`src/rtl/vlcfg_pkg.sv`:
```
package vlcfg_pkg;
  localparam int INSN_W = 32;
  localparam int IDX_W  = 5;
  localparam int IMM_W  = 7;
  localparam int LEN_W  = IMM_W + 1;
  localparam logic [4:0] MINOR_CODE = 5'b11011;

  typedef enum logic [1:0] {
    SRC_KEEP = 2'd0,
    SRC_IMM  = 2'd1,
    SRC_GPR  = 2'd2,
    SRC_CTR  = 2'd3
  } vl_src_e;

  typedef struct packed {
    logic [IDX_W-1:0] rt;
    logic [IDX_W-1:0] ra;
    logic [IMM_W-1:0] imm;
    logic             set_mvl;
    logic             set_vl;
    logic             vfirst;
    logic             rec;
    logic             legal;
  } insn_f_t;
endpackage

```
`src/rtl/vlcfg_decode.sv`:
```
module vlcfg_decode
  import vlcfg_pkg::*;
(
  input  logic [INSN_W-1:0] insn_i,
  output insn_f_t           fld_o,
  output vl_src_e           src_o,
  output logic              step_o
);
  insn_f_t f;

  always_comb begin
    f.rt      = insn_i[25:21];
    f.ra      = insn_i[20:16];
    f.imm     = insn_i[15:9];
    f.set_mvl = insn_i[8];
    f.set_vl  = insn_i[7];
    f.vfirst  = insn_i[6];
    f.rec     = insn_i[0];
    f.legal   = (insn_i[5:1] == MINOR_CODE);
    fld_o     = f;
    step_o    = f.vfirst & ~f.set_vl & ~f.set_mvl;
    if (!f.set_vl)                src_o = SRC_KEEP;
    else if (f.ra != '0)          src_o = SRC_GPR;
    else if (f.rt != '0)          src_o = SRC_CTR;
    else                          src_o = SRC_IMM;
  end
endmodule

```
`src/rtl/vlcfg_clamp.sv`:
```
module vlcfg_clamp #(
  parameter int XLEN  = 64,
  parameter int LEN_W = 8
) (
  input  logic [XLEN-1:0]  cand_i,
  input  logic [LEN_W-1:0] limit_i,
  output logic [LEN_W-1:0] result_o
);
  logic [XLEN-1:0] limit_ext;

  always_comb begin
    limit_ext = {{(XLEN-LEN_W){1'b0}}, limit_i};
    result_o  = (cand_i < limit_ext) ? cand_i[LEN_W-1:0] : limit_i;
  end
endmodule

```
`src/rtl/vlcfg_unit.sv`:
```
module vlcfg_unit
  import vlcfg_pkg::*;
#(
  parameter int XLEN = 64
) (
  input  logic              clk,
  input  logic              rst_n,
  input  logic              valid_i,
  input  logic [INSN_W-1:0] insn_i,
  input  logic [XLEN-1:0]   ra_val_i,
  input  logic [XLEN-1:0]   ctr_i,
  output logic [LEN_W-1:0]  mvl_o,
  output logic [LEN_W-1:0]  vl_o,
  output logic              vfirst_o,
  output logic              rt_we_o,
  output logic [IDX_W-1:0]  rt_idx_o,
  output logic [XLEN-1:0]   rt_data_o,
  output logic              cr_we_o,
  output logic              cr_eq_o
);
  localparam int PAD_W = XLEN - LEN_W;

  // reset: asserted asynchronously, released on the clock
  logic [1:0] rst_sync_q;
  logic       rst_int_n;

  always_ff @(posedge clk or negedge rst_n) begin
    if (!rst_n) rst_sync_q <= 2'b00;
    else        rst_sync_q <= {rst_sync_q[0], 1'b1};
  end
  assign rst_int_n = rst_sync_q[1];

  insn_f_t    fld;
  vl_src_e    src;
  logic       step;

  vlcfg_decode u_decode (
    .insn_i (insn_i),
    .fld_o  (fld),
    .src_o  (src),
    .step_o (step)
  );

  logic [LEN_W-1:0] mvl_q, vl_q;
  logic             vf_q;
  logic             rt_we_q, cr_we_q, cr_eq_q;
  logic [IDX_W-1:0] rt_idx_q;
  logic [XLEN-1:0]  rt_data_q;

  logic [LEN_W-1:0] imm_len, mvl_nxt, vl_nxt;
  logic [XLEN-1:0]  vl_cand;
  logic             accept, rt_we_nxt, cr_we_nxt;

  // next-state logic
  always_comb begin
    imm_len = {1'b0, fld.imm} + LEN_W'(1);
    mvl_nxt = fld.set_mvl ? imm_len : mvl_q;
    case (src)
      SRC_IMM: vl_cand = {{PAD_W{1'b0}}, imm_len};
      SRC_GPR: vl_cand = ra_val_i;
      SRC_CTR: vl_cand = ctr_i;
      default: vl_cand = {{PAD_W{1'b0}}, vl_q};
    endcase
    accept    = valid_i & fld.legal & ~step;
    rt_we_nxt = accept & (fld.rt != '0);
    cr_we_nxt = accept & fld.rec;
  end

  vlcfg_clamp #(.XLEN(XLEN), .LEN_W(LEN_W)) u_clamp (
    .cand_i   (vl_cand),
    .limit_i  (mvl_nxt),
    .result_o (vl_nxt)
  );

  // registers
  always_ff @(posedge clk or negedge rst_int_n) begin
    if (!rst_int_n) begin
      mvl_q     <= '0;
      vl_q      <= '0;
      vf_q      <= 1'b0;
      rt_we_q   <= 1'b0;
      cr_we_q   <= 1'b0;
      cr_eq_q   <= 1'b0;
      rt_idx_q  <= '0;
      rt_data_q <= '0;
    end else begin
      rt_we_q <= rt_we_nxt;
      cr_we_q <= cr_we_nxt;
      if (accept) begin
        mvl_q     <= mvl_nxt;
        vl_q      <= vl_nxt;
        vf_q      <= fld.vfirst;
        rt_idx_q  <= fld.rt;
        rt_data_q <= {{PAD_W{1'b0}}, vl_nxt};
        cr_eq_q   <= (vl_nxt == '0);
      end
    end
  end

  assign mvl_o     = mvl_q;
  assign vl_o      = vl_q;
  assign vfirst_o  = vf_q;
  assign rt_we_o   = rt_we_q;
  assign rt_idx_o  = rt_idx_q;
  assign rt_data_o = rt_data_q;
  assign cr_we_o   = cr_we_q;
  assign cr_eq_o   = cr_eq_q;
endmodule

```
`config.mk`:
```
export PLATFORM = sky130hd
export DESIGN_NAME = vlcfg_unit
export DESIGN_NICKNAME = d
export VERILOG_FILES = /design/src/rtl/vlcfg_pkg.sv /design/src/rtl/vlcfg_decode.sv /design/src/rtl/vlcfg_clamp.sv /design/src/rtl/vlcfg_unit.sv
export SDC_FILE = /design/constraint.sdc
export NUM_CORES = 1
export LEC_CHECK = 0
export BUFFER_PORTS_ARGS = -buffer_cell sky130_fd_sc_hd__buf_2
export CAP_MARGIN = 25
export CORE_ASPECT_RATIO = 1.4
export CORE_MARGIN = 2
export CORE_UTILIZATION = 25
export DETAILED_ROUTE_END_ITERATION = 10
export GPL_ROUTABILITY_DRIVEN = 0
export SYNTH_ARGS = -nofsm -noshare
export SYNTH_HDL_FRONTEND = slang
export SYNTH_HIERARCHICAL = 1
export SYNTH_SLANG_ARGS = --single-unit
```
`constraint.sdc`:
```
create_clock -name clk -period 1.1 [get_ports clk]
set_input_delay 0.055 -clock clk [delete_from_list [all_inputs] [get_ports clk]]
set_output_delay 0.055 -clock clk [all_outputs]
set_load 0.005 [all_outputs]
```
Word level (Yosys, flattened, before mapping). Cells that the tools add are included.

$lt $le $gt $ge: 1. Reductions and logical operators: 3. Bitwise gates (word level): 9. Add/subtract/negate cells: 1. Equal/unequal tests: 4. Multiplexer cells: 6.

Operators by type and width (count): $pmux 64 s3 (1); $lt 64x8->1 (1); $mux 8 (2); $reduce_bool 5->1 (2); $add 7x1->8 const B (1); $logic_not 8->1 (1); $and 1x1->1 (6); $mux 2 (3); $eq 5x5->1 const B (1); $eq 2x2->1 const B (2); $not 1->1 (3); $eq 2x1->1 const B (1).

Word-level logic and storage cells: 32. Output and inout port bits: 89. Bits of input ports: 163. Register bits after elaboration: 27.

Longest topological paths before layout. Gate-level depths: netlist of the first run.

Word-level depth: 9. Gate-level depth with buffers: 16. Depth with buffers taken out: 14.

By module. Netlist of the first run, hierarchy kept.

By module, submodules not included: vlcfg_unit (sequential area each 675.6 um^2, area each 2808.9 um^2, cells an instance 305, times used 1); vlcfg_clamp (sequential area each 0.0 um^2, area each 406.6 um^2, cells an instance 50, times used 1); vlcfg_decode (sequential area each 0.0 um^2, area each 216.5 um^2, cells an instance 28, times used 1).

Worst setup path before layout of the first run. Ideal clock, no wire load.

Path kind: input to register. Start point: input port insn_i[16]. End point: register cr_eq_q (netlist: cr_eq_o). Buffers on the path: 1. Required time: 1.017 ns. Data arrival time: 3.440 ns. Setup slack: -2.424 ns. Library setup time: 0.083 ns. Stages: 14. Cell sequence: or4_4 o41a_1 buf_2 and2_1 a222oi_1 o21ai_0 ha_1 and4_1 o21ai_0 o211ai_4 mux2_2 nor4_1 nand2_1 o21ai_0.

Word-level cells in the longest chain between the ends: 8. Elaborated cells between the ends (all ways): 10. Classes of those cells: 1 x order compare; 3 x eq/ne; 4 x mux; 2 x reduce/logical.

Ends and longest elaborated chain: start: declaration (line vlcfg_unit.sv:9) `input logic [INSN_W-1:0] insn_i,`; $reduce_bool 5->1 (*) (line vlcfg_decode.sv:23) `else if (f.ra != '0) src_o = SRC_GPR;`; $mux 2 (*) (line vlcfg_decode.sv:23); $mux 2 (*) (line vlcfg_decode.sv:22) `if (!f.set_vl) src_o = SRC_KEEP;`; net src[1] (line vlcfg_unit.sv:34) `vl_src_e src;`; $eq 2x2->1 / $eq 2x1->1 (equally long branches) (line vlcfg_unit.sv:58) `case (src)`; $pmux 64 s3 (*) (line vlcfg_unit.sv:58); net vl_cand[6] (line vlcfg_unit.sv:51) `logic [XLEN-1:0] vl_cand;`; $lt 64x8->1 (*) (line vlcfg_clamp.sv:13) `result_o = (cand_i < limit_ext) ? cand_i[LEN_W-1:0] : limit_i;`; $mux 8 (*) (line vlcfg_clamp.sv:13); net vl_nxt[1] (line vlcfg_unit.sv:50) `logic [LEN_W-1:0] imm_len, mvl_nxt, vl_nxt;`; $logic_not 8->1 (*) (line vlcfg_unit.sv:95) `cr_eq_q <= (vl_nxt == '0);`; end signal: assignment (line vlcfg_unit.sv:95); end: declaration (line vlcfg_unit.sv:46) `logic rt_we_q, cr_we_q, cr_eq_q;`.

Mark *: on every way through the listed nets, which the timed path passes. The rest lies on a longest branch. A chain may end at the register's enable or synchronous reset.

Worst setup path in the final report of the first run.
Start point: input port insn_i[23]. End point: register cr_eq_q (netlist: cr_eq_o).

Word-level cells in the longest chain between the ends: 9. Elaborated cells between the ends (all ways): 11. Classes of those cells: 1 x order compare; 3 x eq/ne; 5 x mux; 2 x reduce/logical.

Ends and longest elaborated chain: $reduce_bool 5->1 (*) (line vlcfg_decode.sv:24) `else if (f.rt != '0) src_o = SRC_CTR;`; $mux 2 (*) (line vlcfg_decode.sv:24); $mux 2 (*) (line vlcfg_decode.sv:23); $mux 2 (*) (line vlcfg_decode.sv:22); net src[1] (line vlcfg_unit.sv:34); $eq 2x2->1 / $eq 2x1->1 (equally long branches) (line vlcfg_unit.sv:58); $pmux 64 s3 (*) (line vlcfg_unit.sv:58); net vl_cand[6] (line vlcfg_unit.sv:51); $lt 64x8->1 (*) (line vlcfg_clamp.sv:13); $mux 8 (*) (line vlcfg_clamp.sv:13); net vl_nxt[5] (line vlcfg_unit.sv:50); $logic_not 8->1 (*) (line vlcfg_unit.sv:95).

Marks and branches as above.

==> results.json, run 1 <==
{
  "status": "complete, but fails checks",
  "initial_core_util_pct": 25.42,
  "drt-initial-drc-count": 59,
  "die_x_um": 102.4,
  "drtPass1Iterations": 4,
  "route.vias.total": 3414,
  "cts_made_buffers": 3,
  "slew_violations": 0,
  "wl_mm": 10.84,
  "pre_cts_ws_ns": -2.750,
  "via_per_inst": 4.199,
  "crit_chain": "buf_6 -> or4_4 -> o41a_4 -> and2_4 -> a222oi_1 -> o21ai_1 -> ha_2 -> a211oi_2 -> nand4_1 -> a31oi_2 -> o211ai_4 -> buf_6 -> mux2_4 -> nor4_4 -> nand2_1 -> o21ai_1",
  "drive_above_1_share_pct": 55.47,
  "first_global_vias": 3327,
  "cp-end-kind": "flop",
  "r2r_slack_ns": -1.79,
  "clkTransAtPathRegs_ns": 0.07,
  "rr_worst_depth": 11,
  "fin_skew_ns": 0.003057,
  "worst-endpoint-required_ns": 1.29,
  "leakagePower_uw": 0.002702,
  "wl_per_cell_um": 13.34,
  "yosys_warnings": 6,
  "path_class": "in2reg",
  "path_buf_inv": 2,
  "die_height_um": 141.7,
  "setup_violations": 11,
  "powerDensity_nw_per_um2": 739.7,
  "min_period_ns": 3.440,
  "syn_avg_cell_area_um2": 8.984,
  "antenna_found_initial": 0,
  "crit_family": "compound AO/OA/AOI/OAI gates",
  "overflow": 0,
  "grt.total_usage_pct": 14.47,
  "maxCapViolCount": 0,
  "ir_drop_v": 0.0005911,
  "cts_root_buf": "clkbuf_16",
  "grt_start_max_net_pins": 34,
  "ioPinCount": 252,
  "slowest_stage": "or4_4",
  "r2r_end": "cr_eq_o",
  "numClockSinks": 27,
  "hold_viol": 0,
  "diodes": 0,
  "rows": 50,
  "rsz0062_at_grt": "true",
  "place_inst": 785,
  "htreeDepth": 1,
  "syn-cell-area_um2": 3387,
  "arrival_ns": 3.63,
  "drc": 0,
  "whs_ns": 0.01844,
  "clk_path_buf_depth": 2,
  "fin_nets": 803,
  "cts_tree": "yes",
  "fp.dieArea_um2": 14510,
  "r2r_start": "vl_o[7]",
  "clock_latency_ns": 0.26,
  "fin_cells": 813,
  "antenna_left": 0,
  "syn_inst": 377,
  "violations": "negative setup slack",
  "portBuffers": 189,
  "period_share_pct": 312.7,
  "grt_pass1_wl_mm": 16.04,
  "fmax_mhz": 290.7,
  "min_path_type": "reg2async",
  "crit_path_max_incr_delay_ns": 0.52,
  "dp_hpwl_mm": 9.001,
  "critical_path_peak_fanout": 4,
  "layout_setup_ws_ns": -2.340,
  "fp.coreArea_um2": 13330,
  "worstSetupStartpointType": "primary input",
  "syn2layout_area_growth_pct": 57.07
}
==> cell type report <==
class / count / area [um^2]
clock buffers: 4 / 78.83
fillers: 1365 / 8005
inverters: 10 / 37.54
multi-input cells: 298 / 2427
flip-flops and latches: 27 / 675.6
well taps: 182 / 227.7
repair buffers: 292 / 1873
==> registers in the layout (all words and copies together) (netlist names) <==
signal      count
cr_we_o         1
cr_eq_o         1
mvl_o           8
rst_sync_q      2
rt_we_o         1
rt_idx_o        5
vfirst_o        1
vl_o            8
==> worst reg2reg max path, stage by stage, from the launching register on <==
cell and delay [ns]:
dfrtp_1 0.38, mux4_2 0.51, ha_4 0.20, nor4_2 0.27, nand4_1 0.18, nor3_4 0.24, o211ai_4 0.12, buf_6 0.15
mux2_4 0.32, nor4_4 0.26, nand2_1 0.07, o21ai_1 0.12
==> worst max path at each step <==
| stage | from | to | slack, ns | cells after the start |
|---|---|---|---|---|
| finish | insn_i[23] | cr_eq_o | -2.34 | 16 |
| global route | insn_i[23] | cr_eq_o | -2.52 | 16 |
| CTS | insn_i[18] | cr_eq_o | -2.38 | 16 |
| detailed placement | insn_i[16] | cr_eq_o | -2.75 | 16 |
| global placement | insn_i[16] | cr_eq_o | -2.76 | 16 |
| floorplan | insn_i[22] | cr_eq_o | -2.23 | 14 |
==> cells in the final DEF (no fill, tap or decap), drive strengths merged, types with 6 or more instances in the layout <==
cell type,instances
buf,290
nor2b,57
conb,57
mux2i,56
mux2,28
dfrtp,27
nor4,15
o21ai,11
inv,10
nor2,8
nand2,8
ha,8
a21oi,6
==> repair_timing <==
item,CTS,global route
hold buffers,2,0
buffers inserted,18,4
hold endpoints to repair,3,0
setup endpoints to repair,17,18
gates cloned,2,0
pin swaps,14,15
resized for setup,34,17
==> per-stage QoR <==
| step | setup TNS (ns) | area (um^2) | total power [uW] | util, % |
|---|---|---|---|---|
| 3_3_place_gp | -26.60 | 4796 | 2890 | 35.99 |
| 4_1_cts | -21.09 | 5235 | 3912 | 39.29 |
| 6_report | -20.54 | 5320 | 3935 | 39.92 |
| 3_5_place_dp | -26.85 | 4796 | 2906 | 35.99 |
| 5_1_grt | -21.96 | 5320 | 4225 | 39.92 |
| 2_1_floorplan | -19.11 | 3671 | 2177 | - |
==> power breakdown <==
part | total, uW | switching (uW) | internal (uW)
clock | 834 | 337 | 496
sequential | 1190 | 70.0 | 1120
combinational | 1910 | 773 | 1140
==> routing by layer <==
metal / GRT usage (%) / part of all wire, % / wire [um]
met5: 0 / 0 / 0
met4: 3.298 / 1.4 / 153
met3: 1.281 / 6.1 / 659
met2: 30.30 / 56 / 6117
met1: 14.74 / 36 / 3912
Note: power is estimated with default switching activity, not from simulation.
==> run 2, diff against run 1 <==
--- a/config.mk
+++ b/config.mk
@@ -16,3 +16,4 @@
 export SYNTH_HDL_FRONTEND = slang
 export SYNTH_HIERARCHICAL = 1
 export SYNTH_SLANG_ARGS = --single-unit
+export TNS_END_PERCENT = 5
==> results.json, run 2 (synthesis gave the netlist of run 1 again) <==
{
  "timing.setup.tns_ns": -20.10,
  "worstHoldStart": "insn_i[6]",
  "clkTransAtPathRegs_ns": 0.07,
  "rsz0062_at_grt": "true",
  "crit_family": "simple AND/OR/NAND/NOR gates",
  "path_class": "in2reg",
  "drc": 0,
  "drive_above_1_share_pct": 54.69,
  "p_seq_share_pct": 31.6,
  "ioPinCount": 252,
  "crit_path_max_incr_delay_ns": 0.55,
  "fp.dieArea_um2": 14510,
  "r2r_start": "vl_o[7]",
  "period_share_pct": 307.9,
  "cts_root_buf": "clkbuf_16",
  "fin_cells": 800,
  "worstSetupStartpointType": "primary input",
  "critical_path_peak_fanout": 8,
  "route.vias.total": 3314,
  "whs_endpoint": "vfirst_o",
  "antenna_found_initial": 0,
  "clk_path_buf_depth": 2,
  "r2r_slack_ns": -1.75,
  "grt_pass1_wl_mm": 15.81,
  "cts_made_buffers": 3,
  "htreeDepth": 1,
  "fp.coreArea_um2": 13330,
  "final_common_cell": "buf_2",
  "die_height_um": 141.7,
  "rr_worst_depth": 12,
  "crit_chain": "buf_6 -> or4_4 -> nor3b_4 -> buf_6 -> buf_4 -> buf_4 -> mux4_2 -> ha_1 -> a211oi_2 -> o211ai_4 -> buf_6 -> mux2_4 -> nor4_4 -> nand2_1 -> o21ai_1",
  "wl_per_cell_um": 13.38,
  "holdPathStages": 2,
  "diodes": 0,
  "drt-initial-drc-count": 37,
  "fin_nets": 790,
  "p_int_uw": 2606,
  "slowest_stage": "or4_4",
  "min_path_type": "in2reg",
  "r2r_end": "cr_eq_o",
  "antenna_left": 0,
  "place_inst": 782,
  "numClockSinks": 27,
  "rows": 50,
  "syn2layout_area_growth_pct": 51.53,
  "arrival_ns": 3.59,
  "final_core_util_pct": 38.52,
  "worst-endpoint-required_ns": 1.30,
  "p_sw_uw": 1150,
  "fin_skew_ns": 0.005932,
  "ir_drop_v": 0.0005471,
  "grt_start_max_net_pins": 50,
  "via_per_inst": 4.143,
  "die_x_um": 102.4,
  "wl_mm": 10.70,
  "netSwitchingFraction_pct": 30.63,
  "min_period_ns": 3.387,
  "setup_violations": 17,
  "crit_top_cell": "buf_6",
  "fmax_mhz": 295.3,
  "maxCapViolCount": 0,
  "drtPass1Iterations": 4,
  "status": "complete, but fails checks",
  "grt.total_usage_pct": 14.21,
  "overflow": 0,
  "clock_latency_ns": 0.27,
  "cp-end-kind": "flop",
  "fillCellCount": 1383,
  "leakagePower_uw": 0.002577,
  "slew_violations": 0,
  "cts_tree": "yes",
  "pwr-share-clk_pct": 23.2,
  "powerDensity_nw_per_um2": 731.9,
  "first_global_vias": 3284,
  "portBuffers": 189,
  "dp_hpwl_mm": 9.338,
  "layout_setup_ws_ns": -2.287,
  "initial_core_util_pct": 25.42,
  "violations": "negative setup slack",
  "hold_viol": 0,
  "path_buf_inv": 5,
  "power_uw": 3756,
  "p_comb_share_pct": 45.2,
  "final_cell_mix": "187 x buf_2, 77 x buf_4, 57 x nor2b_1, 57 x conb_1, 55 x mux2i_1"
}
-- run 2: per-layer routing --
metal	part of all wire [%]	track usage (%)	wire (um)
met1	34	13.48	3639
met2	59	30.99	6284
met3	6.5	1.478	695
met4	0.78	2.737	83
met5	0	0	0
-- run 2: cell type report --
class / instances / area, um^2 / share of cell area, %
clock buffers: 3 / 75.07 / 1.463
clock inverters: 1 / 8.758 / 0.1706
inverters: 10 / 37.54 / 0.7314
multi-input cells: 298 / 2375 / 46.27
flip-flops and latches: 27 / 675.6 / 13.16
well taps: 182 / 227.7 / 4.437
repair buffers: 279 / 1733 / 33.76
-- run 2: worst max path at each step --
| stage | from | end | cells past startpoint |
|---|---|---|---|
| 2_1_floorplan | insn_i[22] | cr_eq_o | 14 |
| 6_report | insn_i[18] | cr_eq_o | 15 |
| 3_5_place_dp | insn_i[22] | cr_eq_o | 14 |
| 4_1_cts | insn_i[18] | cr_eq_o | 16 |
| 3_3_place_gp | insn_i[16] | cr_eq_o | 18 |
| 5_1_grt | insn_i[22] | cr_eq_o | 17 |
-- run 2: per-stage QoR --
step / hold WS [ns] / setup WS (ns) / area (um^2)
2_1_floorplan: -0.2406 / -2.231 / 3654
3_3_place_gp: -0.1573 / -2.724 / 4782
3_5_place_dp: -0.1577 / -2.688 / 4782
4_1_cts: 0.03952 / -2.285 / 5074
5_1_grt: 0.04023 / -2.460 / 5132
6_report: 0.04244 / -2.287 / 5132
-- run 2: what timing repair did --
action / in CTS / in global routing
setup endpoints to repair: 17 / 23
hold buffers: 2 / 0
resized for setup: 21 / 6
pin swaps: 10 / 7
endpoints found under the hold margin: 3 / 0
setup buffers: 8 / 4
-- run 2: power by group through the flow --
stage / Combinational (uW) / Sequential, uW / Clock, uW
5_1_grt: 1900 / 1210 / 937
2_1_floorplan: 922 / 1250 / 0
6_report: 1700 / 1190 / 870
3_5_place_dp: 1630 / 1210 / 0
4_1_cts: 1720 / 1190 / 893
3_3_place_gp: 1620 / 1210 / 0
